## src/rtl/sincd_pkg.sv

```systemverilog
package sincd_pkg;
    localparam int FRONT_ORDER = 5;
    localparam int BACK_ORDER  = 3;
    localparam int SKIP_BACK   = 3;
    localparam int SKIP_FRONT  = 4;

    typedef enum logic {
        SRC_BACK  = 1'b0,
        SRC_FRONT = 1'b1
    } src_e;
endpackage

```

## src/rtl/sincd_cic.sv

```systemverilog
module sincd_cic #(
    parameter int ORDER = 3,
    parameter int IN_W  = 8,
    parameter int ACC_W = 32,
    parameter int CNT_W = 4
) (
    input  logic                    clk,
    input  logic                    rst_n,
    input  logic                    clr,
    input  logic [CNT_W-1:0]        ratio_m1,
    input  logic                    in_valid,
    input  logic signed [IN_W-1:0]  in_data,
    output logic                    out_valid,
    output logic signed [ACC_W-1:0] out_data
);
    typedef struct {
        logic signed [ACC_W-1:0] integ [ORDER];
        logic signed [ACC_W-1:0] dly   [ORDER];
        logic [CNT_W-1:0]        cnt;
        logic                    vld;
        logic signed [ACC_W-1:0] dat;
    } cic_st_t;

    cic_st_t st_d, st_q;

    always_comb begin : cic_next
        logic signed [ACC_W-1:0] tap;
        tap      = '0;
        st_d     = st_q;
        st_d.vld = 1'b0;
        if (clr) begin
            for (int i = 0; i < ORDER; i++) begin
                st_d.integ[i] = '0;
                st_d.dly[i]   = '0;
            end
            st_d.cnt = '0;
            st_d.dat = '0;
        end else if (in_valid) begin
            // integrators chained on the freshly updated value: no extra delay
            st_d.integ[0] = st_q.integ[0] + ACC_W'(in_data);
            for (int i = 1; i < ORDER; i++) begin
                st_d.integ[i] = st_q.integ[i] + st_d.integ[i-1];
            end
            if (st_q.cnt == ratio_m1) begin
                st_d.cnt = '0;
                tap      = st_d.integ[ORDER-1];
                for (int i = 0; i < ORDER; i++) begin
                    st_d.dly[i] = tap;
                    tap         = tap - st_q.dly[i];
                end
                st_d.vld = 1'b1;
                st_d.dat = tap;
            end else begin
                st_d.cnt = st_q.cnt + 1'b1;
            end
        end
    end

    always_ff @(posedge clk or negedge rst_n) begin
        if (!rst_n) begin
            for (int i = 0; i < ORDER; i++) begin
                st_q.integ[i] <= '0;
                st_q.dly[i]   <= '0;
            end
            st_q.cnt <= '0;
            st_q.vld <= 1'b0;
            st_q.dat <= '0;
        end else begin
            st_q <= st_d;
        end
    end

    assign out_valid = st_q.vld;
    assign out_data  = st_q.dat;

    AST_CIC_GAP: assert property (@(posedge clk) disable iff (!rst_n)
        (st_q.vld && ratio_m1 != '0) |=> !st_q.vld)
        else $error("decimated word on consecutive cycles");
    AST_CIC_CNT_RANGE: assert property (@(posedge clk) disable iff (!rst_n)
        st_q.cnt <= ratio_m1)
        else $error("phase counter beyond ratio");
endmodule

```

## src/rtl/sincd_rate_ctrl.sv

```systemverilog
module sincd_rate_ctrl #(
    parameter int MAX_LOG2D = 9,
    parameter int CODE_W    = 4,
    parameter int RATE_F0   = 10,
    parameter int RATE_F1   = 12,
    parameter int FCNT_W    = 4,
    parameter int BCNT_W    = 9
) (
    input  logic              clk,
    input  logic              rst_n,
    input  logic              start,
    input  logic [CODE_W-1:0] rate_sel,
    input  logic              fam_sel,
    output logic [CODE_W-1:0] log2d,
    output logic              bypass,
    output logic [FCNT_W-1:0] front_rm1,
    output logic [BCNT_W-1:0] back_rm1
);
    typedef struct packed {
        logic              fam;
        logic [CODE_W-1:0] code;
    } cfg_t;

    cfg_t cfg_d, cfg_q;

    always_comb begin
        cfg_d = cfg_q;
        if (start) begin
            cfg_d.fam  = fam_sel;
            cfg_d.code = (rate_sel > CODE_W'(MAX_LOG2D)) ? CODE_W'(MAX_LOG2D) : rate_sel;
        end
    end

    always_ff @(posedge clk or negedge rst_n) begin
        if (!rst_n) begin
            cfg_q <= '0;
        end else begin
            cfg_q <= cfg_d;
        end
    end

    assign log2d     = cfg_q.code;
    assign bypass    = (cfg_q.code == '0);
    assign front_rm1 = cfg_q.fam ? FCNT_W'(RATE_F1 - 1) : FCNT_W'(RATE_F0 - 1);
    assign back_rm1  = BCNT_W'((32'd1 << cfg_q.code) - 32'd1);

    AST_CODE_CLAMP: assert property (@(posedge clk) disable iff (!rst_n)
        cfg_q.code <= CODE_W'(MAX_LOG2D))
        else $error("rate code above limit");
    AST_CFG_HOLD: assert property (@(posedge clk) disable iff (!rst_n)
        !start |=> $stable(cfg_q))
        else $error("configuration moved without start");
endmodule

```

## src/rtl/sincd_out_stage.sv

```systemverilog
module sincd_out_stage
    import sincd_pkg::*;
#(
    parameter int FRONT_W = 24,
    parameter int BACK_W  = 51,
    parameter int OUT_W   = 24,
    parameter int CODE_W  = 4
) (
    input  logic                      clk,
    input  logic                      rst_n,
    input  logic                      clr,
    input  logic                      bypass,
    input  logic [CODE_W-1:0]         log2d,
    input  logic                      front_valid,
    input  logic signed [FRONT_W-1:0] front_data,
    input  logic                      back_valid,
    input  logic signed [BACK_W-1:0]  back_data,
    output logic                      y_valid,
    output logic signed [OUT_W-1:0]   y_data
);
    typedef struct packed {
        logic [2:0]              cnt;
        logic                    vld;
        logic signed [OUT_W-1:0] dat;
    } out_st_t;

    out_st_t st_d, st_q;
    src_e    src;
    logic    word_vld;
    logic [2:0] skip_lim;
    logic [CODE_W+1:0] shamt;
    logic signed [OUT_W-1:0] word;

    always_comb begin
        src   = bypass ? SRC_FRONT : SRC_BACK;
        shamt = {2'b00, log2d} + {1'b0, log2d, 1'b0};
        case (src)
            SRC_FRONT: begin
                word_vld = front_valid;
                skip_lim = 3'(SKIP_FRONT);
                word     = OUT_W'(front_data);
            end
            default: begin
                word_vld = back_valid;
                skip_lim = 3'(SKIP_BACK);
                word     = OUT_W'(back_data >>> shamt);
            end
        endcase
    end

    always_comb begin
        st_d     = st_q;
        st_d.vld = 1'b0;
        if (clr) begin
            st_d.cnt = '0;
        end else if (word_vld) begin
            if (st_q.cnt == skip_lim) begin
                st_d.vld = 1'b1;
                st_d.dat = word;
            end else begin
                st_d.cnt = st_q.cnt + 1'b1;
            end
        end
    end

    always_ff @(posedge clk or negedge rst_n) begin
        if (!rst_n) begin
            st_q <= '0;
        end else begin
            st_q <= st_d;
        end
    end

    assign y_valid = st_q.vld;
    assign y_data  = st_q.dat;
endmodule

```

## src/rtl/sinc_cascade_decim.sv

```systemverilog
module sinc_cascade_decim
    import sincd_pkg::*;
#(
    parameter int IN_W      = 4,
    parameter int RATE_F0   = 10,
    parameter int RATE_F1   = 12,
    parameter int MAX_LOG2D = 9,
    localparam int FRONT_RMAX = (RATE_F0 > RATE_F1) ? RATE_F0 : RATE_F1,
    localparam int FRONT_W    = IN_W + FRONT_ORDER * $clog2(FRONT_RMAX),
    localparam int BACK_W     = FRONT_W + BACK_ORDER * MAX_LOG2D,
    localparam int OUT_W      = FRONT_W,
    localparam int CODE_W     = $clog2(MAX_LOG2D + 1),
    localparam int FCNT_W     = $clog2(FRONT_RMAX),
    localparam int BCNT_W     = MAX_LOG2D
) (
    input  logic                    clk,
    input  logic                    rst_n,
    input  logic                    start,
    input  logic [CODE_W-1:0]       rate_sel,
    input  logic                    fam_sel,
    input  logic                    x_valid,
    input  logic signed [IN_W-1:0]  x_data,
    output logic                    y_valid,
    output logic signed [OUT_W-1:0] y_data
);
    logic [CODE_W-1:0]         log2d;
    logic                      bypass;
    logic [FCNT_W-1:0]         front_rm1;
    logic [BCNT_W-1:0]         back_rm1;
    logic                      front_vld;
    logic signed [FRONT_W-1:0] front_dat;
    logic                      back_vld;
    logic signed [BACK_W-1:0]  back_dat;

    sincd_rate_ctrl #(
        .MAX_LOG2D(MAX_LOG2D), .CODE_W(CODE_W), .RATE_F0(RATE_F0),
        .RATE_F1(RATE_F1), .FCNT_W(FCNT_W), .BCNT_W(BCNT_W)
    ) u_ctrl (
        .clk(clk), .rst_n(rst_n), .start(start), .rate_sel(rate_sel),
        .fam_sel(fam_sel), .log2d(log2d), .bypass(bypass),
        .front_rm1(front_rm1), .back_rm1(back_rm1)
    );

    sincd_cic #(
        .ORDER(FRONT_ORDER), .IN_W(IN_W), .ACC_W(FRONT_W), .CNT_W(FCNT_W)
    ) u_front (
        .clk(clk), .rst_n(rst_n), .clr(start), .ratio_m1(front_rm1),
        .in_valid(x_valid), .in_data(x_data),
        .out_valid(front_vld), .out_data(front_dat)
    );

    sincd_cic #(
        .ORDER(BACK_ORDER), .IN_W(FRONT_W), .ACC_W(BACK_W), .CNT_W(BCNT_W)
    ) u_back (
        .clk(clk), .rst_n(rst_n), .clr(start), .ratio_m1(back_rm1),
        .in_valid(front_vld && !bypass), .in_data(front_dat),
        .out_valid(back_vld), .out_data(back_dat)
    );

    sincd_out_stage #(
        .FRONT_W(FRONT_W), .BACK_W(BACK_W), .OUT_W(OUT_W), .CODE_W(CODE_W)
    ) u_out (
        .clk(clk), .rst_n(rst_n), .clr(start), .bypass(bypass), .log2d(log2d),
        .front_valid(front_vld), .front_data(front_dat),
        .back_valid(back_vld), .back_data(back_dat),
        .y_valid(y_valid), .y_data(y_data)
    );

    AST_BYPASS_IDLE: assert property (@(posedge clk) disable iff (!rst_n)
        bypass |-> !back_vld)
        else $error("third-order stage active in bypass");
    AST_OUT_SPACING: assert property (@(posedge clk) disable iff (!rst_n)
        y_valid |=> !y_valid)
        else $error("output valid on consecutive cycles");
endmodule

```

## config.mk

```make
export PLATFORM = sky130hd
export DESIGN_NAME = sinc_cascade_decim
export DESIGN_NICKNAME = d
export VERILOG_FILES = /design/src/rtl/sincd_pkg.sv /design/src/rtl/sincd_cic.sv /design/src/rtl/sincd_rate_ctrl.sv /design/src/rtl/sincd_out_stage.sv /design/src/rtl/sinc_cascade_decim.sv
export SDC_FILE = /design/constraint.sdc
export NUM_CORES = 2
export LEC_CHECK = 0
export BUFFER_PORTS_ARGS = -buffer_cell sky130_fd_sc_hd__buf_2
export CORE_MARGIN = 3
export CORE_UTILIZATION = 36
export CTS_BUF_LIST = sky130_fd_sc_hd__clkbuf_8 sky130_fd_sc_hd__clkbuf_16
export CTS_CLUSTER_DIAMETER = 30
export DETAILED_ROUTE_END_ITERATION = 7
export SLEW_MARGIN = 40
export SYNTH_ARGS = -nofsm -noshare
export SYNTH_HDL_FRONTEND = slang
export SYNTH_HIERARCHICAL = 1
export SYNTH_SLANG_ARGS = --single-unit
```

## constraint.sdc

```tcl
create_clock -name clk -period 29.5 [get_ports clk]
set_input_delay 4.425 -clock clk [delete_from_list [all_inputs] [get_ports clk]]
set_output_delay 4.425 -clock clk [all_outputs]
set_load 0.02 [all_outputs]
```

==> results by group <==
CTS
  – CTS max path bufs: 3
  – Worst-path clk slew: 0.04 ns
  – Number of gates resized after CTS: 0
  – Worst-Skew Late Latency: about 0.79 ns
  – Clock sinks: 669
  – CTS tree: done
  – Htree depth: 4
  – Post-CTS Setup Repair Bufs: 0
  – CTS Hold Buffers Added: 0
  – Root buf cell: clkbuf_16
  – Num CTS Buffers: 184

Die
  – Die Height: roughly 400 um
  – Die area: approximately 0.16 mm2
  – Initial Utilization: 0.3643
  – Placement Rows: ~140
  – I/O Pins: 38
  – Die width: between 300 and 400 um
  – Area of the core: about 0.15 mm2

STA
  – Clock skew: 0.04483 ns
  – Final hold violation count: 0
  – Setup violators final: 0
  – Fin. max-slew vios: 0
  – Worst slew margin: 0.4387
  – Worst Tran Pin Value: approximately 0.82 ns
  – Tmin final: 16.78 ns
  – F_max: a little under 60 MHz
  – Final critical-path share of the clock period: 0.5688
  – Setup TNS: 0 ns
  – Unrepaired setup endpoints after global routing: no

Yosys
  – Post-Synthesis Cells: 6,243
  – Yosys warning count: 6
  – Most used DFF post-synth: dfrtp_1
  – Ys async rst share: 1.000
  – Register area share after synthesis: 0.3011
  – Flops & latches, synth: approximately 670
  – Post-synth EDFFs: 0
  – Mapped Area: between 0.05 and 0.06 mm2
  – Yosys cell types: 107
  – Post-Syn Area per Cell: a little under 9 um2

Layout
  – Final Net Count: around 6,800
  – Fin util: 0.4167
  – Most frequent cells in the layout: 668 x dfrtp_1, 547 x ha_1, 502 x nand2_1
  – P&R area growth vs syn: 14.41%
  – Multi-input logic area: ~0.036 mm2
  – Layout cell share with drive strength beyond 1: 0.08976
  – Register Area: approximately 0.017 mm2
  – Commonest non-fill, non-tap cell in the layout: dfrtp_1
  – Fill cell count: 14,840
  – Ant diodes: 0

Worst setup path
  – Critical Path Max Stage Delay: ~0.63 ns
  – CP Capture Type: register
  – Critical path class: input port to register
  – CP arrival: between 15 and 20 ns
  – Most frequent CP cell: ha_1
  – Crit-path slowest cell: a311oi_1
  – Critical Path RT: roughly 30 ns
  – CP Max Fanout: 6
  – Startpoint types: input port
  – Critical path startpoint: x_data[0]
  – Worst R2R Start: u_front/out_data[1]

Global routing
  – Largest net degree at the start of global routing: 156
  – Overall routing resource usage: 0.1774
  – Initial antenna violation count: 5
  – First-pass GRT wire length: about 230 mm
  – Vias in the first global route: between 40,000 and 50,000
  – Gr ovfl total: 0

Detailed routing
  – DR iter-0 viols: approximately 2,800
  – DR WL/cell: 17.00 um
  – Drt via density: about 5.4
  – DR pass1 iterations: 5
  – Total Wirelength: roughly 140 mm
  – Residual DRC: 0
  – Routed Antenna Nets: 0
  – Vias: between 40,000 and 50,000

Flow run
  – Max Cap Viol: 0

Place
  – Post-DP HPWL: a little over 100 mm
  – Final GP Congestion: 0.8922
  – Port bufs: 37

Worst hold path
  – Hold Path Class: register to register
  – Hold Path Origin: u_back/st_q[195]

Status
  – Outcome: finished clean
## kinds of logic (layout without fill, tap and decap cells)
kind of cell / after synthesis / after routing / share of synthesized area
AOI/OAI and AO/OA: 1995 / 1995 / 0.2432
xor gates and xnor gates: 492 / 492 / 0.07974
adders and majority gates: 565 / 565 / 0.1295
buffers and inverters: 774 / 869 / 0.06070
DFF: 669 / 669 / 0.3011
muxes: 240 / 240 / 0.06034
other: 2 / 3 / 0.0001351
and+or+nand+nor: 1506 / 1506 / 0.1252
## worst paths after layout
check / endpoint / cells past startpoint / slack, ns
worst max-delay path: u_front/out_data[23] / 61 / 12.72
worst min-delay path: u_back/st_q[195] / 2 / 0.47
worst max register to register: u_back/out_data[50] / 57 / 15.58
worst min register to register: u_back/st_q[195] / 2 / 0.47
max in group asynchronous: u_back/out_data[45] / 4 / 23.60
min in group asynchronous: u_front/out_data[22] / 1 / 3.61
## cells in the mapped netlist, types with 11 or more instances
master	count	area share
nand3_1	81	0.0073
nor2b_1	76	0.0086
xor2_1	174	0.027
or3_1	22	0.0025
buf_4	105	0.014
clkbuf_1	171	0.012
o31ai_1	40	0.0054
a31oi_1	65	0.0073
o211ai_1	30	0.0041
a211oi_1	61	0.0082
buf_2	23	0.0021
nor2_1	464	0.031
dfrtp_1	669	0.30
a31o_2	15	0.0024
o21bai_1	76	0.010
nand2b_1	67	0.0075
a21boi_0	40	0.0054
ha_1	548	0.12
mux2_2	29	0.0059
and2_1	18	0.0020
o21ai_0	389	0.035
o41ai_1	12	0.0019
a21o_1	227	0.031
or2_2	17	0.0019
nand4_1	32	0.0036
mux4_2	61	0.025
mux2i_1	139	0.025
a311oi_1	19	0.0030
inv_1	445	0.030
fa_1	17	0.0061
a21oi_1	438	0.039
nor4_1	14	0.0016
o2111ai_1	11	0.0017
nand2_1	503	0.034
and4_1	16	0.0025
nor3_1	86	0.0077
o21a_1	83	0.011
a22o_1	343	0.054
buf_1	22	0.0015
nand3b_1	23	0.0031
o21ai_1	16	0.0014
xnor2_1	307	0.048
and3_1	61	0.0069
## worst max-delay path: cells and delay by family
kind | cells | cell delay, ns
xor+xnor | 10 | 1.75
simple gates | 13 | 2.15
buf+inv | 2 | 0.19
fa+ha+maj | 11 | 3.44
compound gates | 25 | 5.48
## per-stage QoR
step	cell area (um2)	hold slack, ns	setup slack [ns]	instances
2_1_floorplan	55600	0.4485	14.02	6244
3_3_place_gp	57120	0.4606	12.24	8030
4_1_cts	63580	0.4797	12.86	8369
5_1_grt	63600	0.4908	11.48	8369
6_report	63600	0.4736	12.72	8369
3_5_place_dp	57230	0.4699	12.03	8033
## final cells by class
cell class / instances / area share
Clock buffer: 214 / 0.07906
Multi-Input combinational cell: 4801 / 0.5599
Tap cell: 2030 / 0.03993
Inverter: 448 / 0.02650
Timing Repair Buffer: 85 / 0.01054
Sequential cell: 669 / 0.2633
Clock inverter: 122 / 0.02079
## sequential cells by signal (all words and copies together) (netlist names)
signal / count
u_out/st_q: 3
u_back/out_data: 51
u_ctrl/log2d: 4
u_front/st_q: 244
u_front/out_data: 24
u_front/out_valid: 1
u_out/y_data: 24
u_back/st_q: 315
u_out/y_valid: 1
u_back/out_valid: 1
u_ctrl/cfg_q: 1
## routing by layer
metal | share of wire | track usage
met3 | 0.042 | 0.02861
met2 | 0.44 | 0.2770
met1 | 0.48 | 0.2455
met5 | 0.000091 | 0
met4 | 0.034 | 0.06874
Power is not shown: default switching activity piles up to over one toggle a cycle in this logic, so the estimate is an artifact.
